$ cat src/rtl/fpu_status_reg.sv
module fpu_status_reg #(
  parameter int          W         = 32,
  parameter int          NF        = 5,
  parameter logic [W-1:0] DEF_MASK = 32'h0005_FFFF,
  parameter logic [11:0] TRAP_CODE = 12'h120
) (
  input  logic          clk,
  input  logic          rst_n,
  input  logic          wr_en,
  input  logic [W-1:0]  wr_data,
  input  logic          op_done,
  input  logic          op_is_cmp,
  input  logic          cmp_unord,
  input  logic [NF-1:0] raw_flags,
  output logic [W-1:0]  csr_q,
  output logic          round_to_zero,
  output logic          flush_en,
  output logic          trap_req,
  output logic [11:0]   trap_vec
);
  localparam int FLAG_LO  = 2;
  localparam int EN_LO    = FLAG_LO + NF;
  localparam int CAUSE_LO = EN_LO + NF;
  localparam int FTZ_BIT  = 18;
  localparam logic [1:0] RM_TRUNC = 2'b01;

  logic [W-1:0] base, nxt;
  logic         upd, trap_n;

  assign upd = op_done && (!op_is_cmp || cmp_unord);

  always_comb begin
    base   = wr_en ? (wr_data & DEF_MASK) : csr_q;
    nxt    = base;
    trap_n = 1'b0;
    if (upd) begin
      nxt[FLAG_LO +: NF] = raw_flags;
      if (|raw_flags) begin
        nxt[CAUSE_LO +: NF] = base[CAUSE_LO +: NF] | raw_flags;
        trap_n = |(nxt[CAUSE_LO +: NF] & base[EN_LO +: NF]);
      end
    end
  end

  always_ff @(posedge clk) begin
    if (!rst_n) begin
      csr_q    <= '0;
      trap_req <= 1'b0;
    end else begin
      csr_q    <= nxt;
      trap_req <= trap_n;
    end
  end

  assign round_to_zero = (csr_q[1:0] == RM_TRUNC);
  assign flush_en      = csr_q[FTZ_BIT];
  assign trap_vec      = trap_req ? TRAP_CODE : 12'h000;

  assert_undef_zero_R2: assert property (@(posedge clk) disable iff (!rst_n)
    (csr_q & ~DEF_MASK) == '0);

  assert_trap_after_op_R7: assert property (@(posedge clk) disable iff (!rst_n)
    trap_req |-> $past(op_done));

  assert_trap_enabled_R7: assert property (@(posedge clk) disable iff (!rst_n)
    trap_req |-> (csr_q[CAUSE_LO +: NF] & csr_q[EN_LO +: NF]) != '0);

  assert_ordered_cmp_R9: assert property (@(posedge clk) disable iff (!rst_n)
    $past(op_done && op_is_cmp && !cmp_unord && !wr_en) |-> (csr_q == $past(csr_q)) && !trap_req);

  assert_idle_hold_R5: assert property (@(posedge clk) disable iff (!rst_n)
    ($past(!op_done && !wr_en)) |-> (csr_q == $past(csr_q)) && !trap_req);

  assert_cause_sticky_R6: assert property (@(posedge clk) disable iff (!rst_n)
    $past(op_done && !wr_en) |-> ((csr_q[CAUSE_LO +: NF] & $past(csr_q[CAUSE_LO +: NF])) == $past(csr_q[CAUSE_LO +: NF])));
endmodule

$ cat config.mk
export PLATFORM = sky130hd
export DESIGN_NAME = fpu_status_reg
export DESIGN_NICKNAME = d
export VERILOG_FILES = /design/src/rtl/fpu_status_reg.sv
export SDC_FILE = /design/constraint.sdc
export NUM_CORES = 1
export LEC_CHECK = 0
export BUFFER_PORTS_ARGS = -buffer_cell sky130_fd_sc_hd__buf_2
export CAP_MARGIN = 30
export CELL_PAD_IN_SITES_DETAIL_PLACEMENT = 0
export CELL_PAD_IN_SITES_GLOBAL_PLACEMENT = 2
export CORE_MARGIN = 2
export CORE_UTILIZATION = 21
export DETAILED_ROUTE_END_ITERATION = 6
export HOLD_SLACK_MARGIN = 0.03
export PLACE_DENSITY_LB_ADDON = 0.1
export SKIP_CTS_REPAIR_TIMING = 1
export SKIP_LAST_GASP = 1
export SLEW_MARGIN = 20
export SYNTH_ARGS = -nofsm -noshare
export SYNTH_HDL_FRONTEND = slang
export SYNTH_SLANG_ARGS = --single-unit
$ cat constraint.sdc
create_clock -name clk -period 1.6 [get_ports clk]
set_input_delay 0.32 -clock clk [delete_from_list [all_inputs] [get_ports clk]]
set_output_delay 0.32 -clock clk [all_outputs]
set_load 0.02 [all_outputs]
==> results.yml, run 1 <==
placement:
  finalWeightedCongestion: 0.683
  preCtsSetupSlack_ns: 0.279
  place.port_buffers: 51
  place_hpwl_mm: 2.28
logic_synthesis:
  ys_ff_latch: 19
  syn_inst: 117
  syn_area_per_cell_um2: 9.23
  netlist.area_leader.share_pct: 35.2
  synth_sequential_area_ratio_pct: 35.2
  post_synth_main_area_contributors: "sky130_fd_sc_hd__dfxtp_1, sky130_fd_sc_hd__buf_4, sky130_fd_sc_hd__mux2i_1, sky130_fd_sc_hd__mux2_1, sky130_fd_sc_hd__nor2b_1"
  post_synth_top_area_cell: "sky130_fd_sc_hd__dfxtp_1"
  yosys_warnings: 0
  synth.distinct_cells: 20
  netlist_area_before_placement_mm2: 0.00108
timing:
  report.final.setup_viol: 0
  finalHoldViolCount: 0
  final-max-slew-violation-count: 0
  clock.fmax_ghz: 0.817
  worst_hold_slack_ns: 0.320
  fin_tns_setup_ns: 0
  final.period_utilization_pct: 76.5
  rsz0062_at_grt: "false"
  timing.final.ws_setup_ns: 0.376
  finalClockSkew_ns: 0.000734
  minimum_clock_period_ns: 1.22
die:
  placeableCoreArea_mm2: 0.00504
  num_rows: 26
  die_width_um: 75.7
  floorplan.die_area_mm2: 0.00573
  num_io_pins: 90
  start_util_pct: 21.4
  chipHeight_um: 75.7
clock_tree:
  cts_tree: "built"
  clkTransAtPathRegs_ns: 0.07
  cts_inserted_buffers: 3
  clock-root-buffer: "sky130_fd_sc_hd__clkbuf_8"
  clock_tree.buffer_depth: 2
  cts_htree_levels: 1
  clock_latency_ns: 0.25
  tritoncts_num_sinks: 19
detailed_routing:
  final_antenna_net_count: 0
  vias_per_cell: 3.78
  finalWirelength_mm: 2.73
  remaining_drc_errors: 0
  vias: 892
  drt-initial-drc-count: 38
  routedWlPerCell_um: 11.6
  first_pass_iters: 2
cells_and_area:
  post_route_cells_drive_above_1_share_pct: 34.3
  insertedDiodeCount: 0
  layout.nets: 210
  n_fill_cell: 586
  syn_to_final_growth_pct: 25.5
global_route:
  antenna_found_initial: 0
  grt_first_pass_wirelength_mm: 4.15
  globalRoute.totalOverflow: 0
  grt_usage_pct: 9.80
  grt_pass1_vias: 900
  pin_count_of_the_biggest_net_entering_global_routing: 20
critical_path:
  element_type_at_the_critical_path_start: "flip-flop"
  worst-endpoint-arrival_ns: 0.90
  cp_startpoint: "csr_q[0]"
  path_max_fanout: 3
  regToRegStartpoint: "csr_q[13]"
  cp_data_required_time_ns: 1.28
  cp-end-kind: "primary output"
  timing_worst_setup_path_type: "reg -> out"
job:
  maxCapViolations: 0
power_and_ir_drop:
  vdd_drop_max_mv: 0.226
  pwr_density_mw_per_mm2: 851
  leak_pwr_nw: 0.690
min_path:
  worstHoldStart: "wr_data[18]"
  min-delay-path-class: "in -> reg"
status:
  outcome: "complete, no violations"
placed cells by master, fill, tap and decap left out, types with 2 or more instances in the layout:
cell type                  instances
sky130_fd_sc_hd__a21boi_0          3
sky130_fd_sc_hd__a21boi_1          7
sky130_fd_sc_hd__buf_2            51
sky130_fd_sc_hd__clkbuf_8          3
sky130_fd_sc_hd__conb_1           24
sky130_fd_sc_hd__dfxtp_1          19
sky130_fd_sc_hd__mux2_1            5
sky130_fd_sc_hd__mux2i_1          13
sky130_fd_sc_hd__nand2_1          11
sky130_fd_sc_hd__nand4_1           2
sky130_fd_sc_hd__nor2b_1           9
sky130_fd_sc_hd__o21a_1            2
sky130_fd_sc_hd__o21ai_0           8
sky130_fd_sc_hd__o21ai_1           2
synthesized netlist by cell type, drive strengths merged:
cell type,number
o21ai,10
o21a,2
clkbuf,1
conb,1
dfxtp,19
mux2,5
o32ai,1
o211ai,1
a21boi,10
nand4,2
nor2b,9
nor2,1
mux2i,13
inv,1
buf,29
nand2,11
or4,1
layout make-up:
type                    count  area [um^2]  area share, %
multi-input cells          90          563           41.6
flip-flops and latches     19          380           28.1
repair buffers             52          275           20.3
well taps                  70         87.6           6.46
clock buffers               4         45.0           3.32
inverters                   1         3.75          0.277
per-stage QoR:
step	power, mW	util [%]	cell area, um^2	std cells
CTS	1.17	26.9	1360	236
floorplan	0.773	-	1170	140
global placement	0.830	26.0	1310	232
detailed placement	0.833	26.0	1310	232
global route	1.23	26.9	1360	236
finish	1.15	26.9	1360	236
state kept, by name, indices dropped and copies added, names as in the netlist:
name / cells
trap_req: 1
csr_q: 18
layer usage:
metal | share of wire [%] | wire [um] | global-route usage [%]
met2 | 51 | 1400 | 16.3
met1 | 42 | 1140 | 12.4
met3 | 6.1 | 166 | 2.12
met4 | 0.92 | 25 | 3.70
met5 | 0 | 0 | 0
power breakdown:
| part | internal, mW | total (mW) | leakage [nW] | switching, mW |
|---|---|---|---|---|
| sequential | 0.506 | 0.525 | 0.157 | 0.0197 |
| combinational | 0.105 | 0.291 | 0.510 | 0.186 |
| clock | 0.177 | 0.337 | 0.0228 | 0.160 |
kinds of logic (layout without fill, tap and decap cells):
group	Yosys count	after routing	synth area share (%)
buffers and inverters	31	57	20.6
AOI/OAI and AO/OA	24	24	14.9
and+or+nand+nor	24	24	11.6
DFF	19	19	35.2
muxes	18	18	17.3
other	1	24	0.347
final timing paths:
path              endpoint  slack [ns]  cells past startpoint
max          round_to_zero        0.38                      2
min              csr_q[18]        0.32                      3
max reg2reg       trap_req        0.49                      4
min reg2reg      csr_q[18]        0.53                      2
critical path, stage by stage (launching register included):
cell,delay [ns]
sky130_fd_sc_hd__dfxtp_1,0.35
sky130_fd_sc_hd__nor2b_1,0.13
sky130_fd_sc_hd__buf_2,0.17
No activity file was read; power rests on OpenSTA's default activity.
==> run 2, diff against run 1 <==
ABC_AREA = 1   (was default)
CORE_UTILIZATION = 16   (was 21)
clock period = 1 ns   (was 1.6 ns; I/O delays follow)
==> results.yml, run 2 <==
status:
  outcome: "complete, but fails checks"
  failed_checks: "negative setup slack"
clock_tree:
  cts_inserted_buffers: 3
  clock_latency_ns: 0.26
  tritoncts_num_sinks: 19
  cts_htree_levels: 1
  clkTransAtPathRegs_ns: 0.07
  clock-root-buffer: "sky130_fd_sc_hd__clkbuf_8"
  clock_tree.buffer_depth: 2
  cts_tree: "built"
placement:
  post_place_instance_area_mm2: 0.00145
  place_hpwl_mm: 2.62
  place.port_buffers: 51
  number_of_cells_in_the_design_after_placement: 290
  finalWeightedCongestion: 0.699
logic_synthesis:
  post_synth_top_area_cell: "sky130_fd_sc_hd__dfxtp_1"
  syn_inst: 148
  synth.distinct_cells: 22
  ys_ff_latch: 19
  synthArstFlopShare_pct: 0
  synth_sequential_area_ratio_pct: 34.5
  ys_dominant_reg_cell: "sky130_fd_sc_hd__dfxtp_1"
  syn_area_per_cell_um2: 7.44
  synth_top_cells_by_count: "sky130_fd_sc_hd__nand2_1, sky130_fd_sc_hd__buf_4, sky130_fd_sc_hd__dfxtp_1, sky130_fd_sc_hd__nor2_1, sky130_fd_sc_hd__a21oi_1"
  yosys_warnings: 0
  netlist_area_before_placement_mm2: 0.00110
  post_synth_main_area_contributors: "sky130_fd_sc_hd__dfxtp_1, sky130_fd_sc_hd__buf_4, sky130_fd_sc_hd__nand2_1, sky130_fd_sc_hd__a21oi_1, sky130_fd_sc_hd__nor2_1"
  number_of_enable_type_register_cells_in_the_synthesized_netlist: 0
  yosys.cell_count.top_type: "sky130_fd_sc_hd__nand2_1"
  netlist.area_leader.share_pct: 34.5
job:
  maxCapViolations: 0
global_route:
  antenna_found_initial: 0
  grt_pass1_vias: 991
  grt_usage_pct: 8.79
  grt_first_pass_wirelength_mm: 4.88
  pin_count_of_the_biggest_net_entering_global_routing: 16
  globalRoute.totalOverflow: 0
critical_path:
  cp-end-kind: "primary output"
  worst-endpoint-arrival_ns: 0.85
  cp_startpoint: "csr_q[0]"
  timing_worst_setup_path_type: "reg -> out"
  element_type_at_the_critical_path_start: "flip-flop"
  r2r_setup_slack_ns: 0.12
  crit_cells: 3
  critPathBufInv: 2
  cell_count_of_the_worst_reg_to_reg_path: 6
  crit_path_cell_trace: "inv_2 > nor2_2 > buf_6"
  timing.critical_path.slowest_stage_cell: "sky130_fd_sc_hd__dfxtp_2"
  path_max_fanout: 2
  setup.worst_path.end: "round_to_zero"
  crit_path_max_incr_delay_ns: 0.33
  regToRegEndpoint: "trap_req"
  cp_data_required_time_ns: 0.80
  regToRegStartpoint: "csr_q[15]"
  cpLargestDelayFamily: "flip-flops"
detailed_routing:
  remaining_drc_errors: 0
  routedWlPerCell_um: 11.3
  vias_per_cell: 3.63
  drt-initial-drc-count: 3
  first_pass_iters: 5
  vias: 1066
  finalWirelength_mm: 3.33
  final_antenna_net_count: 0
timing:
  finalClockSkew_ns: 0.00497
  minimum_clock_period_ns: 1.05
  finalHoldViolCount: 0
  timing.final.ws_setup_ns: -0.0539
  clock.fmax_ghz: 0.949
  rsz0062_at_grt: "true"
  final.period_utilization_pct: 105
  report.final.setup_viol: 1
  final-max-slew-violation-count: 0
cells_and_area:
  most-common-layout-cells: "sky130_fd_sc_hd__buf_4, sky130_fd_sc_hd__nand2_1, sky130_fd_sc_hd__buf_2, sky130_fd_sc_hd__conb_1, sky130_fd_sc_hd__dfxtp_2"
  layout.cells.most_common: "sky130_fd_sc_hd__buf_4"
  design_area_mm2: 0.00158
  insertedDiodeCount: 0
  largest_reg_flops: 18
  registers.top_by_ff_count: "csr_q"
  final_util_pct: 23.5
  syn_to_final_growth_pct: 43.6
  post_route_cells_drive_above_1_share_pct: 47.7
  layout_top_registers: "csr_q x18, trap_req x1"
  layout.nets: 258
  layout.cells.non_filler: 294
die:
  chipHeight_um: 87.0
  num_io_pins: 90
  die_width_um: 87.0
  num_rows: 30
  start_util_pct: 16.4
  placeableCoreArea_mm2: 0.00672
  floorplan.die_area_mm2: 0.00756
min_path:
  min-delay-path-class: "in -> reg"
power_and_ir_drop:
  leak_pwr_nw: 0.855
  pwr_density_mw_per_mm2: 1260
  vdd_drop_max_mv: 0.392
run 2: worst min path at each step:
stage,to,from,cells past startpoint,slack [ns]
3_5_place_dp,csr_q[18],wr_data[18],3,0.44
2_1_floorplan,csr_q[18],wr_data[18],2,0.33
5_1_grt,csr_q[18],wr_data[18],3,0.17
4_1_cts,csr_q[18],wr_data[18],3,0.16
3_3_place_gp,csr_q[18],wr_data[18],3,0.43
6_report,csr_q[18],wr_data[18],3,0.17
run 2: cells by family after synthesis:
family / Yosys count / share of synthesized area [%]
AO/OA/AOI/OAI: 20 / 10.0
buffers and inverters: 39 / 25.8
flip-flops: 19 / 34.5
other: 1 / 0.341
AND/OR/NAND/NOR: 69 / 29.3
run 2: layout make-up:
class,count,area [um^2]
multi-input cells,113,526
inverters,8,35.0
well taps,80,100
fillers,764,5140
flip-flops and latches,19,399
repair buffers,70,477
clock buffers,4,45.0
run 2: metrics by stage:
step           hold WS (ns)  worst slack (ns)  power [mW]  TNS (ns)
6_report              0.175           -0.0539        2.00   -0.0539
5_1_grt               0.172            -0.115        2.16    -0.117
4_1_cts               0.163           -0.0847        2.00    -0.276
3_5_place_dp          0.438            -0.118        1.41    -0.443
3_3_place_gp          0.428            -0.116        1.41    -0.426
2_1_floorplan         0.335            0.0147        1.27         0
run 2: worst register-to-register path, cell delays in order (launching register included):
cell and delay, ns:
sky130_fd_sc_hd__dfxtp_2 0.34, sky130_fd_sc_hd__nand2_1 0.08, sky130_fd_sc_hd__nand3_1 0.08, sky130_fd_sc_hd__nand2_1 0.06
sky130_fd_sc_hd__nand3_1 0.08, sky130_fd_sc_hd__nor2_1 0.09, sky130_fd_sc_hd__nor2_1 0.05
run 2: report_power, final:
part / internal [mW] / leakage (nW) / switching (mW)
clock network: 0.284 / 0.0228 / 0.275
logic: 0.236 / 0.670 / 0.347
registers: 0.817 / 0.162 / 0.0383
run 2: metal layers:
metal / routed length [um] / track usage (%) / vias to the layer above
met2: 1620 / 15.0 / 39
li1: - / - / 551
met1: 1450 / 10.3 / 474
met4: 42 / 2.98 / 0
met3: 220 / 2.84 / 2
met5: 0 / 0 / -
==> run 3, diff against run 2 <==
CORE_MARGIN = 3   (was 2)
CORE_UTILIZATION = 18   (was 16)
clock period = 1.2 ns   (was 1 ns; I/O delays follow)
==> results.yml, run 3 (synthesis gave the netlist of run 2 again) <==
status:
  outcome: "complete, no violations"
power_and_ir_drop:
  sequential_share_of_power_pct: 44.5
  comb_power_share_pct: 26.1
  power.net_switching_uw: 531
  vdd_drop_max_mv: 0.317
  power_switching_share_pct: 33.7
  leak_pwr_nw: 0.776
  p_int_mw: 1.04
  clockPowerShare_pct: 29.3
  pwr_density_mw_per_mm2: 1150
global_route:
  grt_first_pass_wirelength_mm: 5.11
  pin_count_of_the_biggest_net_entering_global_routing: 15
  globalRoute.totalOverflow: 0
  antenna_found_initial: 0
  grt_pass1_vias: 1021
  grt_usage_pct: 9.21
placement:
  place.port_buffers: 51
  finalWeightedCongestion: 0.698
  place_hpwl_mm: 2.64
cells_and_area:
  final_util_pct: 23.9
  layout.nets: 244
  most-common-layout-cells: "sky130_fd_sc_hd__buf_2, sky130_fd_sc_hd__nand2_1, sky130_fd_sc_hd__conb_1, sky130_fd_sc_hd__dfxtp_1, sky130_fd_sc_hd__nor2_1"
  insertedDiodeCount: 0
  post_route_cells_drive_above_1_share_pct: 35.5
  largest_reg_flops: 18
  layout_top_registers: "csr_q x18, trap_req x1"
  registers.top_by_ff_count: "csr_q"
  layout.cells.most_common: "sky130_fd_sc_hd__buf_2"
  syn_to_final_growth_pct: 24.1
clock_tree:
  tritoncts_num_sinks: 19
  cts_htree_levels: 1
  clock_latency_ns: 0.26
  clock-root-buffer: "sky130_fd_sc_hd__clkbuf_8"
  clkTransAtPathRegs_ns: 0.07
  clock_tree.buffer_depth: 2
  cts_inserted_buffers: 3
  cts_tree: "built"
timing:
  minimum_clock_period_ns: 1.11
  fin_tns_setup_ns: 0
  rsz0062_at_grt: "false"
  final.period_utilization_pct: 92.1
  final-max-slew-violation-count: 0
  worst_hold_slack_ns: 0.201
  clock.fmax_ghz: 0.904
  finalClockSkew_ns: 0.000580
  report.final.setup_viol: 0
  finalHoldViolCount: 0
detailed_routing:
  vias: 1031
  final_antenna_net_count: 0
  routedWlPerCell_um: 11.7
  vias_per_cell: 3.79
  first_pass_iters: 4
  remaining_drc_errors: 0
  drt-initial-drc-count: 8
  finalWirelength_mm: 3.18
die:
  num_rows: 27
  chipHeight_um: 84.2
  num_io_pins: 90
  floorplan.die_area_mm2: 0.00709
  placeableCoreArea_mm2: 0.00571
  start_util_pct: 19.3
  die_width_um: 84.2
min_path:
  min-delay-path-class: "in -> reg"
critical_path:
  timing_worst_setup_path_type: "reg -> out"
  element_type_at_the_critical_path_start: "flip-flop"
  path_max_fanout: 2
  cp_data_required_time_ns: 0.96
  cp-end-kind: "primary output"
  worst-endpoint-arrival_ns: 0.87
job:
  maxCapViolations: 0
-- run 3: power by group through the flow --
stage	Combinational (mW)	Clock, mW	Sequential (mW)
final	0.411	0.461	0.701
after global placement	0.417	0	0.715
after detailed placement	0.417	0	0.716
after CTS	0.418	0.491	0.702
after global routing	0.454	0.516	0.706
after floorplan	0.294	0	0.767
-- run 3: final cells by class --
| class | instances | area [um^2] |
|---|---|---|
| Clock buffer | 4 | 45.0 |
| Fill cell | 672 | 4340 |
| Inverter | 8 | 35.0 |
| Multi-Input combinational cell | 113 | 523 |
| Sequential cell | 19 | 380 |
| Tap cell | 72 | 90.1 |
| Timing Repair Buffer | 56 | 293 |
-- run 3: layer usage --
layer	up-vias	part of all wire, %	track usage [%]
met5	-	0	0
met1	447	46	12.0
met3	5	7.4	1.86
met2	49	45	14.3
li1	530	-	-
met4	0	2.1	4.82
-- run 3: per-stage QoR --
| stage | area (um^2) | setup WS [ns] | total power, mW | cells |
|---|---|---|---|---|
| after floorplan | 1190 | 0.175 | 1.06 | 171 |
| after global placement | 1320 | 0.0398 | 1.13 | 268 |
| after detailed placement | 1320 | 0.0159 | 1.13 | 268 |
| after CTS | 1370 | 0.0758 | 1.61 | 272 |
| after global routing | 1370 | 0.000658 | 1.68 | 272 |
| final | 1370 | 0.0944 | 1.57 | 272 |
-- run 3: path summary, 6_finish.rpt --
kind / startpoint / end / slack [ns] / depth (start not counted)
worst max-delay path: csr_q[0] / round_to_zero / 0.09 / 3
worst min-delay path: wr_data[18] / csr_q[18] / 0.20 / 3
worst max register to register: csr_q[12] / trap_req / 0.30 / 6
worst min register to register: csr_q[0] / csr_q[0] / 0.48 / 2
-- run 3: worst max-delay path, cell delays in order (launching register included) --
cell,delay (ns)
sky130_fd_sc_hd__dfxtp_1,0.33
sky130_fd_sc_hd__inv_1,0.05
sky130_fd_sc_hd__nor2_1,0.07
sky130_fd_sc_hd__buf_2,0.16
